### config.mk
export PLATFORM = sky130hd
export DESIGN_NAME = port_rst_seq
export DESIGN_NICKNAME = d
export VERILOG_FILES = /design/src/rtl/port_rst_pkg.sv /design/src/rtl/prs_ctrl_reg.sv /design/src/rtl/prs_link_mon.sv /design/src/rtl/prs_perst_gate.sv /design/src/rtl/port_rst_seq.sv
export SDC_FILE = /design/constraint.sdc
export NUM_CORES = 1
export LEC_CHECK = 0
export ABC_AREA = 1
export BUFFER_PORTS_ARGS = -buffer_cell sky130_fd_sc_hd__buf_4
export CORE_UTILIZATION = 48
export CTS_BUF_LIST = sky130_fd_sc_hd__clkbuf_4 sky130_fd_sc_hd__clkbuf_8
export CTS_CLUSTER_SIZE = 24
export DETAILED_ROUTE_END_ITERATION = 12
export PLACE_DENSITY = 0.78
export SYNTH_ARGS = -nofsm -noshare
export SYNTH_HDL_FRONTEND = slang
export SYNTH_SLANG_ARGS = --single-unit
### constraint.sdc
create_clock -name clk_i -period 1.3 [get_ports clk_i]
set_input_delay 0.26 -clock clk_i [delete_from_list [all_inputs] [get_ports clk_i]]
set_output_delay 0.26 -clock clk_i [all_outputs]
set_load 0.02 [all_outputs]
### src/rtl/port_rst_pkg.sv
package port_rst_pkg;
  localparam int REG_W    = 16;
  localparam int B_PHY    = 0;
  localparam int B_PIPE   = 1;
  localparam int B_MAC    = 2;
  localparam int B_CFG    = 3;
  localparam int B_PERST  = 8;
  localparam int B_AR_LO  = 13;
  localparam int B_AR_HI  = 15;
  localparam int ST_LINK  = 11;
  localparam int ST_EARLY = 0;
  localparam logic [REG_W-1:0] STORE_MASK = 16'hE10F;
  typedef logic [REG_W-1:0] reg_t;
endpackage

### src/rtl/prs_ctrl_reg.sv
module prs_ctrl_reg
  import port_rst_pkg::*;
(
  input  logic clk_i,
  input  logic rst_ni,
  input  logic wr_en_i,
  input  reg_t wr_data_i,
  input  logic dly_done_i,
  output reg_t ctrl_o,
  output logic early_o
);
  reg_t ctrl_q;
  logic early_q;

  always_ff @(posedge clk_i or negedge rst_ni) begin
    if (!rst_ni) begin
      ctrl_q  <= '0;
      early_q <= 1'b0;
    end else if (wr_en_i) begin
      ctrl_q <= wr_data_i & STORE_MASK;
      if (wr_data_i == '0)                          early_q <= 1'b0;
      else if (wr_data_i[B_PERST] && !dly_done_i)  early_q <= 1'b1;
    end
  end

  assign ctrl_o  = ctrl_q;
  assign early_o = early_q;
endmodule

### src/rtl/prs_link_mon.sv
module prs_link_mon #(
  parameter int PULSE_CYCLES = 16
) (
  input  logic clk_i,
  input  logic rst_ni,
  input  logic link_up_i,
  input  logic ar_en_i,
  output logic link_q_o,
  output logic pulse_o
);
  localparam int CW = $clog2(PULSE_CYCLES + 1);
  localparam logic [CW-1:0] LOAD = CW'(PULSE_CYCLES);

  logic          link_q;
  logic [CW-1:0] cnt_q;
  logic          fall;

  // true 1->0 step against registered state
  assign fall = ar_en_i & link_q & ~link_up_i;

  always_ff @(posedge clk_i or negedge rst_ni) begin
    if (!rst_ni) begin
      link_q <= 1'b0;
      cnt_q  <= '0;
    end else begin
      link_q <= link_up_i;
      if (fall)             cnt_q <= LOAD;
      else if (cnt_q != '0) cnt_q <= cnt_q - 1'b1;
    end
  end

  assign link_q_o = link_q;
  assign pulse_o  = (cnt_q != '0);
endmodule

### src/rtl/prs_perst_gate.sv
module prs_perst_gate #(
  parameter int PERST_MIN_DLY = 100000,
  parameter bit PERST_GATE    = 1'b1
) (
  input  logic clk_i,
  input  logic rst_ni,
  input  logic int_rel_i,
  output logic done_o
);
  localparam int DW = $clog2(PERST_MIN_DLY + 1);
  localparam logic [DW-1:0] LIM = DW'(PERST_MIN_DLY);

  logic [DW-1:0] cnt_q;

  always_ff @(posedge clk_i or negedge rst_ni) begin
    if (!rst_ni)            cnt_q <= '0;
    else if (!int_rel_i)    cnt_q <= '0;
    else if (cnt_q != LIM)  cnt_q <= cnt_q + 1'b1;
  end

  generate
    if (PERST_GATE) begin : g_gate
      assign done_o = (cnt_q == LIM);
    end else begin : g_nogate
      assign done_o = 1'b1 | (cnt_q == LIM);
    end
  endgenerate
endmodule

### src/rtl/port_rst_seq.sv
module port_rst_seq
  import port_rst_pkg::*;
#(
  parameter int PULSE_CYCLES  = 16,
  parameter int PERST_MIN_DLY = 100000,
  parameter bit PERST_GATE    = 1'b1
) (
  input  logic        clk_i,
  input  logic        rst_ni,
  input  logic        wr_en_i,
  input  logic [15:0] wr_data_i,
  input  logic        link_up_i,
  output logic [15:0] ctrl_o,
  output logic [15:0] status_o,
  output logic        phy_rst_no,
  output logic        pipe_rst_no,
  output logic        mac_rst_no,
  output logic        cfg_rst_no,
  output logic        perst_no
);
  reg_t ctrl;
  logic early, dly_done, link_q, pulse, ar_en, int_rel;

  assign ar_en   = |ctrl[B_AR_HI:B_AR_LO];
  assign int_rel = &ctrl[B_CFG:B_PHY];

  prs_ctrl_reg u_reg (
    .clk_i, .rst_ni, .wr_en_i, .wr_data_i,
    .dly_done_i(dly_done), .ctrl_o(ctrl), .early_o(early)
  );

  prs_link_mon #(.PULSE_CYCLES(PULSE_CYCLES)) u_mon (
    .clk_i, .rst_ni, .link_up_i, .ar_en_i(ar_en),
    .link_q_o(link_q), .pulse_o(pulse)
  );

  prs_perst_gate #(.PERST_MIN_DLY(PERST_MIN_DLY), .PERST_GATE(PERST_GATE)) u_gate (
    .clk_i, .rst_ni, .int_rel_i(int_rel), .done_o(dly_done)
  );

  always_comb begin
    status_o           = '0;
    status_o[ST_LINK]  = link_q;
    status_o[ST_EARLY] = early;
  end

  assign ctrl_o      = ctrl;
  assign phy_rst_no  = ctrl[B_PHY];
  assign pipe_rst_no = ctrl[B_PIPE];
  assign mac_rst_no  = ctrl[B_MAC] & ~pulse;
  assign cfg_rst_no  = ctrl[B_CFG] & ~pulse;
  assign perst_no    = ctrl[B_PERST] & dly_done;
endmodule

==> summary.md, run 1 <==
| Metric | Value |
|---|---|
| Run status | `finished with violations` |
| Failing checks | `setup timing` |
| Effective utilization at floorplan | `0.516` |
| Post-route antenna net violation count | `0` |
| Global-route wire length before repair | `6990 um` |
| Pins over their slew limit | `0` |
| Clock-pin slew of the registers on the worst-case setup and hold paths | `70 ps` |
| Overall die height | `between 60 and 70 um` |
| EDFF count, synth | `0` |
| CP cell instances | `inv_2 > ha_4 > inv_2 > nor2_1 > nand2_1 > nor2_1 > nand2_2 > nor2_4 > buf_6` |
| Syn. warnings | `0` |
| DRC violations left | `0` |
| Routed wirelength normalized by instance count | `11.7 um` |
| Post-route core utilization | `0.716` |
| Power density over cell area | `approximately 1100 nW/um^2` |
| Total vias in the final route | `about 1,800` |
| Final hold viol count | `0` |
| Minimum hold slack | `approximately 90 ps` |
| Gpl congestion | `0.835` |
| Placeable core region | `3770 sq um` |
| Most used flip-flop cell after synthesis | `dfrtp_1` |
| Number of buffers between clock root and the deepest sink | `2` |
| Maximum number of pins on one net before global-route repair | `33` |
| Critical-path top delay cell | `dfrtp_1` |
| Number of antenna violations at the first check in global routing | `0` |
| Relative contribution of sequential cells to total power | `0.383` |
| PnR Total Power | `3.02 mW` |
| Via count normalized by instance count | `about 4.6` |
| Maximum frequency from static timing analysis | `~590 MHz` |
| Path type of the worst setup path | `reg2out` |
| Part of the cycle the worst path needs | `1.30` |
| Static leakage power | `about 1.4 nW` |
| Number of global-route vias before repair | `1,578` |
| Clock skew | `8.16 ps` |
| Die Footprint | `4310 sq um` |
| Number of buffers created by CTS | `5` |
| Clock power frac | `0.322` |
| Floorplan row count | `22` |
| Total setup violations reported at the end of the flow | `8` |
| Commonest non-fill, non-tap cells in the layout | `buf_4, nand2_1, nor2_1, dfrtp_1, inv_1` |
| # nets final | `363` |
| Max_cap viols | `0` |
| Starting DRC count in detailed routing | `120` |
| Final setup slack of the worst path | `-388 ps` |
| Latest clock arrival within the worst-skew pair | `290 ps` |
| Proportion of power drawn by combinational gates | `0.295` |
| Net switching power | `roughly 0.88 mW` |
| Count of distinct cell types in the synthesized netlist | `22` |
| Detailed-placement wirelength estimate | `just over 3000 um` |
| Fraction of layout instances using a drive strength above 1 | `0.343` |
| Number of synthesized register bits | `32` |
| Global-route usage over all layers | `0.219` |
| Synthesized instance count | `271` |
| Top-Level Pins | `57` |
| Maximum level of the CTS H-tree | `2` |
| Width of the die | `65.6 um` |
| Root Driver | `clkbuf_8` |
| Highest net fanout along the worst path | `2` |
| Proportion of synthesized chip area in sequential cells | `0.412` |
| Layout area overhead | `38.8%` |
| Drt first pass iters | `4` |
| Clock tree from TritonCTS | `done` |
| Unrepaired setup endpoints after global routing | `yes` |
| Clock net sink count | `32` |
| Global-route congestion overflow total | `0` |
| Sort of element at the start of the critical path | `flop` |
| Share of async-settable or async-resettable flops after synthesis | `1.00` |
| Number of buffers added on ports | `34` |
| Antenna diode count | `0` |
| Path class of the lowest-slack min-delay path | `in2reg` |
| Syn avg cell area | `7.17 sq um` |
| Delay contributed by the slowest stage of the critical path | `400 ps` |
| Netlist area before placement | `slightly below 2000 sq um` |
| Setup slack at placement | `-134 ps` |
| Data required time at the worst endpoint | `1040 ps` |
| Switching Fraction | `0.292` |
| Final Routed Wirelength | `4550 um` |
| Arrival time worst endpoint | `between 1000 and 1500 ps` |
| Worst supply voltage drop on vdd | `just over 0.9 mV` |
| Internal power contribution | `2.14 mW` |
| Endpoint kind of the worst setup timing path | `output pin` |
| Clock period minus final worst setup slack | `1690 ps` |
| Commonest non-fill, non-tap cell in the layout | `buf_4` |
==> power groups by stage <==
stage / logic, mW / clock network [mW] / registers [mW]
2_1_floorplan: 0.430 / 0 / 1.20
3_3_place_gp: 0.682 / 0 / 1.17
3_5_place_dp: 0.693 / 0 / 1.17
4_1_cts: 0.780 / 0.981 / 1.15
5_1_grt: 1.00 / 1.05 / 1.17
6_report: 0.891 / 0.975 / 1.16
==> Yosys cell counts, types with 2 or more instances <==
| master | number | area (sq um) |
|---|---|---|
| dfrtp_1 | 32 | 801 |
| inv_1 | 36 | 135 |
| nand3_1 | 12 | 60.1 |
| a21oi_1 | 9 | 45.0 |
| nand2_1 | 60 | 225 |
| nand2_2 | 3 | 18.8 |
| xor2_1 | 3 | 26.3 |
| o21ai_0 | 17 | 85.1 |
| nor2_1 | 52 | 195 |
| nand4_1 | 2 | 12.5 |
| nor2_2 | 5 | 31.3 |
| ha_1 | 3 | 37.5 |
| nand3_2 | 2 | 20.0 |
| buf_4 | 27 | 203 |
==> flip-flops by register name (all words and copies together), names as in the netlist <==
signal,flops
u_reg.ctrl_o,8
u_mon.cnt_q,5
u_reg.early_o,1
u_gate.cnt_q,17
u_mon.link_q_o,1
==> timing repair <==
action | in CTS | in global routing
hold buffers | 1 | 0
endpoints found under the hold margin | 32 | 0
setup buffers | 6 | 6
resized for setup | 18 | 31
endpoints found under the setup margin | 13 | 19
pin swaps | 5 | 13
==> through the flow <==
stage | cells | area [sq um] | setup TNS (ps)
after detailed placement | 373 | 2360 | -682
after CTS | 386 | 2570 | -1660
after global placement | 373 | 2360 | -349
final | 389 | 2700 | -1700
after global routing | 389 | 2700 | -2710
after floorplan | 292 | 2050 | -93.8
==> cell type report <==
type,instances,area (sq um)
Timing Repair Buffer,69,543
Fill cell,311,1070
Sequential cell,32,801
Tap cell,48,60.1
Clock buffer,6,76.3
Clock inverter,2,35.0
Multi-Input combinational cell,196,1050
Inverter,36,138
==> logic make-up (layout without fill, tap and decap cells) <==
family | count (synthesis) | in the layout | synth area share
and+or+nand+nor | 139 | 139 | 0.299
buffers and inverters | 64 | 113 | 0.176
DFF | 32 | 32 | 0.412
AOI/OAI and AO/OA | 28 | 28 | 0.0740
xor gates and xnor gates | 4 | 4 | 0.0180
adders and majority gates | 3 | 3 | 0.0193
other | 1 | 22 | 0.00193
==> critical path: cells and delay by family (launching register included) <==
kind	cells	cell delay, ps
adder cells (fa/ha/maj)	1	130
buffers and inverters	3	230
flip-flops	1	400
AND/OR/NAND/NOR	5	390
==> metal layers <==
layer / up-vias / GRT usage / part of all wire
li1: 925 / - / -
met1: 812 / 0.268 / 0.45
met2: 57 / 0.365 / 0.50
met3: 6 / 0.0694 / 0.047
met4: 0 / 0.0652 / 0.0090
met5: - / 0 / 0
==> worst paths after layout <==
check	start	cells past startpoint	slack [ps]	end
worst max-delay path	u_gate.cnt_q[0]$_DFFE_PN0P_	9	-390	perst_no
worst min-delay path	link_up_i	1	90	u_mon.link_q_o$_DFF_PN0_
worst max register to register	u_gate.cnt_q[0]$_DFFE_PN0P_	13	-240	u_gate.cnt_q[0]$_DFFE_PN0P_
worst min register to register	u_mon.cnt_q[4]$_DFFE_PN0P_	2	490	u_mon.cnt_q[4]$_DFFE_PN0P_
max in group asynchronous	rst_ni	2	550	u_gate.cnt_q[10]$_DFFE_PN0P_
min in group asynchronous	rst_ni	2	440	u_gate.cnt_q[4]$_DFFE_PN0P_
Power figures use the tool's default switching activity.
==> inputs of run 2 (changes only) <==
- MAX_ROUTING_LAYER: not set -> met4
==> run 2 against run 1 <==
The run still ends with setup timing left. Die area unchanged. Setup slack worse by 3.6 ps. Non-clock buffer count unchanged. Wire length decreased by 0.26%. Power barely moved. Design area unchanged. Sequential power hardly changed. Critical path depth unchanged. Critical endpoint unchanged.
==> summary.md, run 2 (synthesis gave the netlist of run 1 again) <==
| Metric | Value |
|---|---|
| Run status | `finished with violations` |
| Failing checks | `setup timing` |
| Top cell family by delay on the critical path | `flip-flops` |
| Register-to-register setup slack | `-240 ps (about the same)` |
| Proportion of power drawn by combinational gates | `0.294 (about the same)` |
| Placed insts | `373 (unchanged)` |
| Number of buffers between clock root and the deepest sink | `2 (unchanged)` |
| Sum of negative setup slack | `-1710 ps (-15.3 ps)` |
| Relative contribution of sequential cells to total power | `0.383 (about the same)` |
| Register ranked first by flip-flop count | `u_gate.cnt_q` |
| Non-filler cells in the finished layout | `389 (unchanged)` |
| Global-route wire length before repair | `6990 um (unchanged)` |
| PnR Total Power | `3.03 mW (about the same)` |
| Path type of the worst setup path | `reg2out` |
| Final hold viol count | `0 (unchanged)` |
| Clock net sink count | `32 (unchanged)` |
| Gpl congestion | `0.848 (+1.5%)` |
| Commonest non-fill, non-tap cells in the layout | `buf_4, nand2_1, nor2_1, dfrtp_1, inv_1` |
| Effective utilization at floorplan | `0.516 (unchanged)` |
| Detailed-placement wirelength estimate | `3060 um (unchanged)` |
| Endpoint kind of the worst setup timing path | `output pin` |
| Commonest non-fill, non-tap cell in the layout | `buf_4` |
| Sort of element at the start of the critical path | `flop` |
| Clock period minus final worst setup slack | `1690 ps (+3.59 ps)` |
| Net switching power | `0.886 mW (+0.14%)` |
| Number of antenna violations at the first check in global routing | `0 (unchanged)` |
| Die Footprint | `4310 sq um (unchanged)` |
| Path class of the lowest-slack min-delay path | `in2reg` |
| Drt first pass iters | `4 (unchanged)` |
| Delay contributed by the slowest stage of the critical path | `400 ps (about the same)` |
| Unrepaired setup endpoints after global routing | `yes` |
| CP cell instances | `inv_2 > ha_4 > inv_2 > nor2_1 > nand2_1 > nor2_1 > nand2_2 > nor2_4 > buf_6` |
| Total setup violations reported at the end of the flow | `8 (unchanged)` |
| Highest net fanout along the worst path | `2 (unchanged)` |
| Total vias in the final route | `1,787 (-0.72%)` |
| # nets final | `363 (unchanged)` |
| Number of buffers created by CTS | `5 (unchanged)` |
| Starting DRC count in detailed routing | `123 (+2.5%)` |
| Hold_sp | `link_up_i` |
| Post-route core utilization | `0.716 (unchanged)` |
| Latest clock arrival within the worst-skew pair | `290 ps (about the same)` |
| Via count normalized by instance count | `4.59 (-0.72%)` |
| Cell area after placement | `2360 sq um (unchanged)` |
| Max reg flops | `17 (unchanged)` |
| Worst supply voltage drop on vdd | `0.915 mV (about the same)` |
| Part of the cycle the worst path needs | `1.30 (+0.00276)` |
| Fraction of layout instances using a drive strength above 1 | `0.343 (unchanged)` |
| Layout area overhead | `38.8% (unchanged)` |
| Number of global-route vias before repair | `1,579 (+0.063%)` |
| Minimum hold slack | `87.1 ps (-2.85 ps)` |
| Number of buffers added on ports | `34 (unchanged)` |
| Switching Fraction | `0.293 (about the same)` |
| Post-route antenna net violation count | `0 (unchanged)` |
| Maximum number of pins on one net before global-route repair | `33 (unchanged)` |
| Width of the die | `65.6 um (unchanged)` |
| Overall die height | `65.6 um (unchanged)` |
| Clock-pin slew of the registers on the worst-case setup and hold paths | `70 ps (about the same)` |
| First element of the critical path | `u_gate.cnt_q[0]$_DFFE_PN0P_` |
| Top-Level Pins | `57 (unchanged)` |
| Global-route usage over all layers | `0.224 (+0.00523)` |
| Buf+Inv Stages, Crit Path | `3 (unchanged)` |
| Global-route congestion overflow total | `0 (unchanged)` |
| Clock power frac | `0.323 (about the same)` |
| Antenna diode count | `0 (unchanged)` |
| Pins over their slew limit | `0 (unchanged)` |
| Maximum frequency from static timing analysis | `591 MHz (-0.21%)` |
| Routed wirelength normalized by instance count | `11.7 um (-0.26%)` |
| Placeable core region | `3770 sq um (unchanged)` |
| Final setup slack of the worst path | `-392 ps (-3.59 ps)` |
| Root Driver | `clkbuf_8` |
| Arrival time worst endpoint | `1430 ps (about the same)` |
| Number of cells on the critical path | `9 (unchanged)` |
| Static leakage power | `1.38 nW (unchanged)` |
| Floorplan row count | `22 (unchanged)` |
| Cell area after layout | `2700 sq um (unchanged)` |
| Final Routed Wirelength | `4540 um (-0.26%)` |
| Reg2Reg Depth | `13 (unchanged)` |
| Count of cells along the worst hold path | `1 (unchanged)` |
| DRC violations left | `0 (unchanged)` |
| Launch point of the worst reg-to-reg path | `u_gate.cnt_q[0]$_DFFE_PN0P_` |
| Internal power contribution | `2.14 mW (about the same)` |
| Clock tree from TritonCTS | `done` |
| Max_cap viols | `0 (unchanged)` |
| Maximum level of the CTS H-tree | `2 (unchanged)` |
| Power density over cell area | `1120 nW/um^2 (about the same)` |
| Data required time at the worst endpoint | `1040 ps (about the same)` |
| Critical-path top delay cell | `dfrtp_1` |
| Clock skew | `9.14 ps (+0.981 ps)` |
| Setup slack at placement | `-134 ps (unchanged)` |
## run 2: cell counts in the layout (fill, tap and decap cells not counted)
Identical to the previous run, type by type.
## run 2: what timing repair did
| action | 4_1_cts | 5_1_grt |
|---|---|---|
| pin swaps | 5 | 13 |
| buffers inserted | 6 | 6 |
| gates resized for setup | 18 | 31 |
| endpoints found under the setup margin | 13 | 18 |
| endpoints found under the hold margin | 32 | 0 |
| hold buffers | 1 | 0 |
## run 2: power by group through the flow
| stage | sequential (mW) | clock [mW] | combinational (mW) |
|---|---|---|---|
| after floorplan | 1.20 | 0 | 0.430 |
| after global placement | 1.17 | 0 | 0.682 |
| after detailed placement | 1.17 | 0 | 0.693 |
| after CTS | 1.15 | 0.981 | 0.780 |
| after global routing | 1.17 | 1.05 | 1.00 |
| final | 1.16 | 0.977 | 0.890 |
## run 2: area by class of cell
cell class              instances  area (sq um)
repair buffers                 69           543
flip-flops and latches         32           801
inverters                      36           138
multi-input cells             196          1050
clock buffers                   6          76.3
fillers                       311          1070
well taps                      48          60.1
clock inverters                 2          35.0
## run 2: metal layers
| metal | vias to the layer above | GRT usage | share of wire |
|---|---|---|---|
| met3 | 8 | 0.0503 | 0.042 |
| met5 | - | - | 0 |
| met4 | 0 | 0.0815 | 0.015 |
| met1 | 809 | 0.272 | 0.45 |
| met2 | 46 | 0.365 | 0.49 |
| li1 | 924 | - | - |
## run 2: final timing paths
kind,endpoint
max,perst_no
min reg2reg,u_mon.cnt_q[4]$_DFFE_PN0P_
max reg2reg,u_gate.cnt_q[0]$_DFFE_PN0P_
min in group asynchronous,u_gate.cnt_q[4]$_DFFE_PN0P_
min,u_mon.link_q_o$_DFF_PN0_
max in group asynchronous,u_gate.cnt_q[8]$_DFFE_PN0P_
==> inputs of run 3 (changes only) <==
--- a/config.mk
+++ b/config.mk
@@ -14,4 +14,5 @@
 export MAX_ROUTING_LAYER = met4
 export PLACE_DENSITY = 0.78
+export SETUP_SLACK_MARGIN = 0.02
 export SYNTH_ARGS = -nofsm -noshare
 export SYNTH_HDL_FRONTEND = slang
==> constraint.sdc (replaced) <==
create_clock -name clk_i -period 1.3 [get_ports clk_i]
set_input_delay 0.13 -clock clk_i [delete_from_list [all_inputs] [get_ports clk_i]]
set_output_delay 0.13 -clock clk_i [all_outputs]
set_load 0.02 [all_outputs]
==> run 3 against run 2 <==
The run still ends with setup timing left. Fmax down 1.8%. Clock skew down 5.3 ps. Via count up 0.84%. Power down 8.1%. Clock power down 23%. Critical path type unchanged. Highest routed layer unchanged.
==> summary.md, run 3 (synthesis gave the netlist of run 1 again) <==
| Metric | Value |
|---|---|
| Commonest non-fill, non-tap cells in the layout | `nand2_1, buf_4, nor2_1, dfrtp_1, inv_1` |
| Commonest non-fill, non-tap cell in the layout | `nand2_1` |
| Static leakage power | `1.28 nW (-7.3%)` |
| Floorplan row count | `22 (unchanged)` |
| Drt first pass iters | `4 (unchanged)` |
| Buf+Inv Stages, Crit Path | `3 (unchanged)` |
| Layout area overhead | `34.0%` |
| Starting DRC count in detailed routing | `119 (-3.3%)` |
| Final setup slack of the worst path | `-423 ps (-31.3 ps)` |
| Power density over cell area | `1070 nW/um^2 (-4.8%)` |
| Launch point of the worst reg-to-reg path | `u_gate.cnt_q[0]$_DFFE_PN0P_` |
| Total setup violations reported at the end of the flow | `16 (+8)` |
| Data required time at the worst endpoint | `1170 ps (+130 ps)` |
| Highest net fanout along the worst path | `2 (unchanged)` |
| Setup slack at placement | `-71.0 ps (+62.7 ps)` |
| Unrepaired setup endpoints after global routing | `yes` |
| Footprint of the multi-input gates | `1050 sq um (+0.24%)` |
| Latest clock arrival within the worst-skew pair | `290 ps (about the same)` |
| Routed wirelength normalized by instance count | `12.3 um (+5.8%)` |
| PnR Total Power | `2.78 mW (-8.1%)` |
| Register-to-register setup slack | `-330 ps (-90 ps)` |
| Post-route antenna net violation count | `0 (unchanged)` |
| Net switching power | `0.871 mW (-1.6%)` |
| Clock tree from TritonCTS | `done` |
| Endpoint kind of the worst setup timing path | `output pin` |
| Part of the cycle the worst path needs | `1.33 (+0.0241)` |
| Maximum number of pins on one net before global-route repair | `33 (unchanged)` |
| Die Footprint | `4310 sq um (unchanged)` |
| Failing checks | `setup timing` |
| Delay contributed by the slowest stage of the critical path | `400 ps (about the same)` |
| Critical-path top delay cell | `dfrtp_1` |
| Width of the die | `65.6 um (unchanged)` |
| Placeable core region | `3770 sq um (unchanged)` |
| Fraction of layout instances using a drive strength above 1 | `0.328 (-0.0148)` |
| Number of buffers added on ports | `34 (unchanged)` |
| Cell area after placement | `2230 sq um (-5.6%)` |
| Clock-pin slew of the registers on the worst-case setup and hold paths | `60 ps (about the same)` |
| Max_cap viols | `0 (unchanged)` |
| Number of global-route vias before repair | `1,656 (+4.9%)` |
| Worst supply voltage drop on vdd | `0.632 mV (-31%)` |
| Top-Level Pins | `57 (unchanged)` |
| Root Driver | `clkbuf_8` |
| CP cell instances | `inv_2 > ha_4 > inv_2 > nor2_2 > nand2_1 > nor2_2 > nand2_2 > nor2_4 > buf_6` |
| Cell area after layout | `2610 sq um (-3.4%)` |
| Clock power frac | `0.271 (-0.052)` |
| First element of the critical path | `u_gate.cnt_q[0]$_DFFE_PN0P_` |
| Via count normalized by instance count | `4.78 (+4.0%)` |
| Overall die height | `65.6 um (unchanged)` |
| Maximum frequency from static timing analysis | `580 MHz (-1.8%)` |
| Max reg flops | `17 (unchanged)` |
| Maximum level of the CTS H-tree | `2 (unchanged)` |
| Global-route wire length before repair | `7370 um (+5.4%)` |
| Run status | `finished with violations` |
| Clock period minus final worst setup slack | `1720 ps (+31.3 ps)` |
| Proportion of power drawn by combinational gates | `0.306 (+0.012)` |
| Number of buffers between clock root and the deepest sink | `2 (unchanged)` |
| # fillers | `289 (-7.1%)` |
| Internal power contribution | `1.91 mW (-11%)` |
| Sort of element at the start of the critical path | `flop` |
| Path class of the lowest-slack min-delay path | `in2reg` |
| Switching Fraction | `0.313 (+0.0206)` |
| Global-route congestion overflow total | `0 (unchanged)` |
| Number of antenna violations at the first check in global routing | `0 (unchanged)` |
| Total vias in the final route | `1,802 (+0.84%)` |
| Number of cells on the critical path | `9 (unchanged)` |
| DRC violations left | `0 (unchanged)` |
| Detailed-placement wirelength estimate | `3000 um (-2.0%)` |
| Pins over their slew limit | `0 (unchanged)` |
| Global-route usage over all layers | `0.239 (+0.0145)` |
| Number of buffers created by CTS | `5 (unchanged)` |
| Critical register-to-register path endpoint | `u_gate.cnt_q[0]$_DFFE_PN0P_` |
| Arrival time worst endpoint | `1590 ps (+160 ps)` |
| Effective utilization at floorplan | `0.516 (unchanged)` |
| Path type of the worst setup path | `reg2out` |
| Post-route core utilization | `0.691 (-0.0246)` |
| Final hold viol count | `0 (unchanged)` |
| Reg2Reg Depth | `12 (-1)` |
| Top cell family by delay on the critical path | `simple AND/OR/NAND/NOR gates` |
| Final Routed Wirelength | `4650 um (+2.6%)` |
| Timing endpoint of the critical path | `perst_no` |
| Clock skew | `3.79 ps (-5.35 ps)` |
| Relative contribution of sequential cells to total power | `0.423 (+0.040)` |
| Register ranked first by flip-flop count | `u_gate.cnt_q` |
| Antenna diode count | `0 (unchanged)` |
| # nets final | `352 (-3.0%)` |
| Storage element area | `801 sq um (unchanged)` |
| Clock net sink count | `32 (unchanged)` |
| Gpl congestion | `0.803 (-5.3%)` |
| Minimum hold slack | `49.2 ps (-37.9 ps)` |
[run 3: cell types whose count changed in the layout (fill, tap and decap cells not counted), moves of 2 or more]
cell / change
buf_4: -13
o21ai_2: +5
nor2_4: -2
o21ai_0: -4
inv_2: -2
nor2_2: +3
nand2_1: +2
nand2_4: -3
[run 3: worst register-to-register path, cell delays in order (launching register included)]
cell and delay [ps]:
dfrtp_1 400, inv_2 90, ha_4 150, inv_2 40, nor2_2 90, nand2_1 90, nor2_2 140, nand2_2 90
buf_4 140, buf_6 120, nor2_4 100, nand2_1 60, nand2_1 50
[run 3: power by group through the flow]
stage | clock network (mW) | logic [mW] | registers (mW)
CTS | 0.760 | 0.762 | 1.17
floorplan | 0 | 0.424 | 1.20
global route | 0.813 | 0.929 | 1.19
global placement | 0 | 0.619 | 1.17
finish | 0.754 | 0.852 | 1.18
detailed placement | 0 | 0.632 | 1.18
[run 3: what timing repair did]
| item | CTS | global route |
|---|---|---|
| pin swaps | 4 | 19 |
| setup endpoints to repair | 9 | 21 |
| hold buffers | 2 | 0 |
| gates resized for setup | 21 | 40 |
| setup buffers | 8 | 9 |
| endpoints found under the hold margin | 33 | 0 |
[run 3: per-layer routing]
metal | share of wire | global-route usage
met5 | 0 | -
met4 | 0.028 | 0.114
met3 | 0.044 | 0.0521
met2 | 0.50 | 0.380
met1 | 0.43 | 0.286
[run 3: through the flow]
step                      std cells  TNS (ps)
after floorplan                 292         0
after global placement          356     -53.2
after detailed placement        356      -215
after CTS                       373      -992
after global routing            377     -3230
final                           377     -2210
[run 3: how the worst min path moves through the flow]
stage | slack (ps) | endpoint | from | depth (start not counted)
finish | 50 | u_reg.ctrl_o[1]$_DFFE_PN0P_ | wr_data_i[1] | 3
global route | 70 | u_reg.ctrl_o[1]$_DFFE_PN0P_ | wr_data_i[1] | 3
CTS | 40 | u_reg.ctrl_o[1]$_DFFE_PN0P_ | wr_data_i[1] | 3
detailed placement | 100 | u_gate.cnt_q[13]$_DFFE_PN0P_ | rst_ni | 1
global placement | 100 | u_gate.cnt_q[13]$_DFFE_PN0P_ | rst_ni | 1
floorplan | -170 | u_gate.cnt_q[0]$_DFFE_PN0P_ | rst_ni | 0
[run 3: final cells by class]
type / instances / area share
well taps: 48 / 0.0230
multi-input cells: 196 / 0.402
clock inverters: 1 / 0.00192
clock buffers: 6 / 0.0293
flip-flops and latches: 32 / 0.307
repair buffers: 58 / 0.182
inverters: 36 / 0.0538
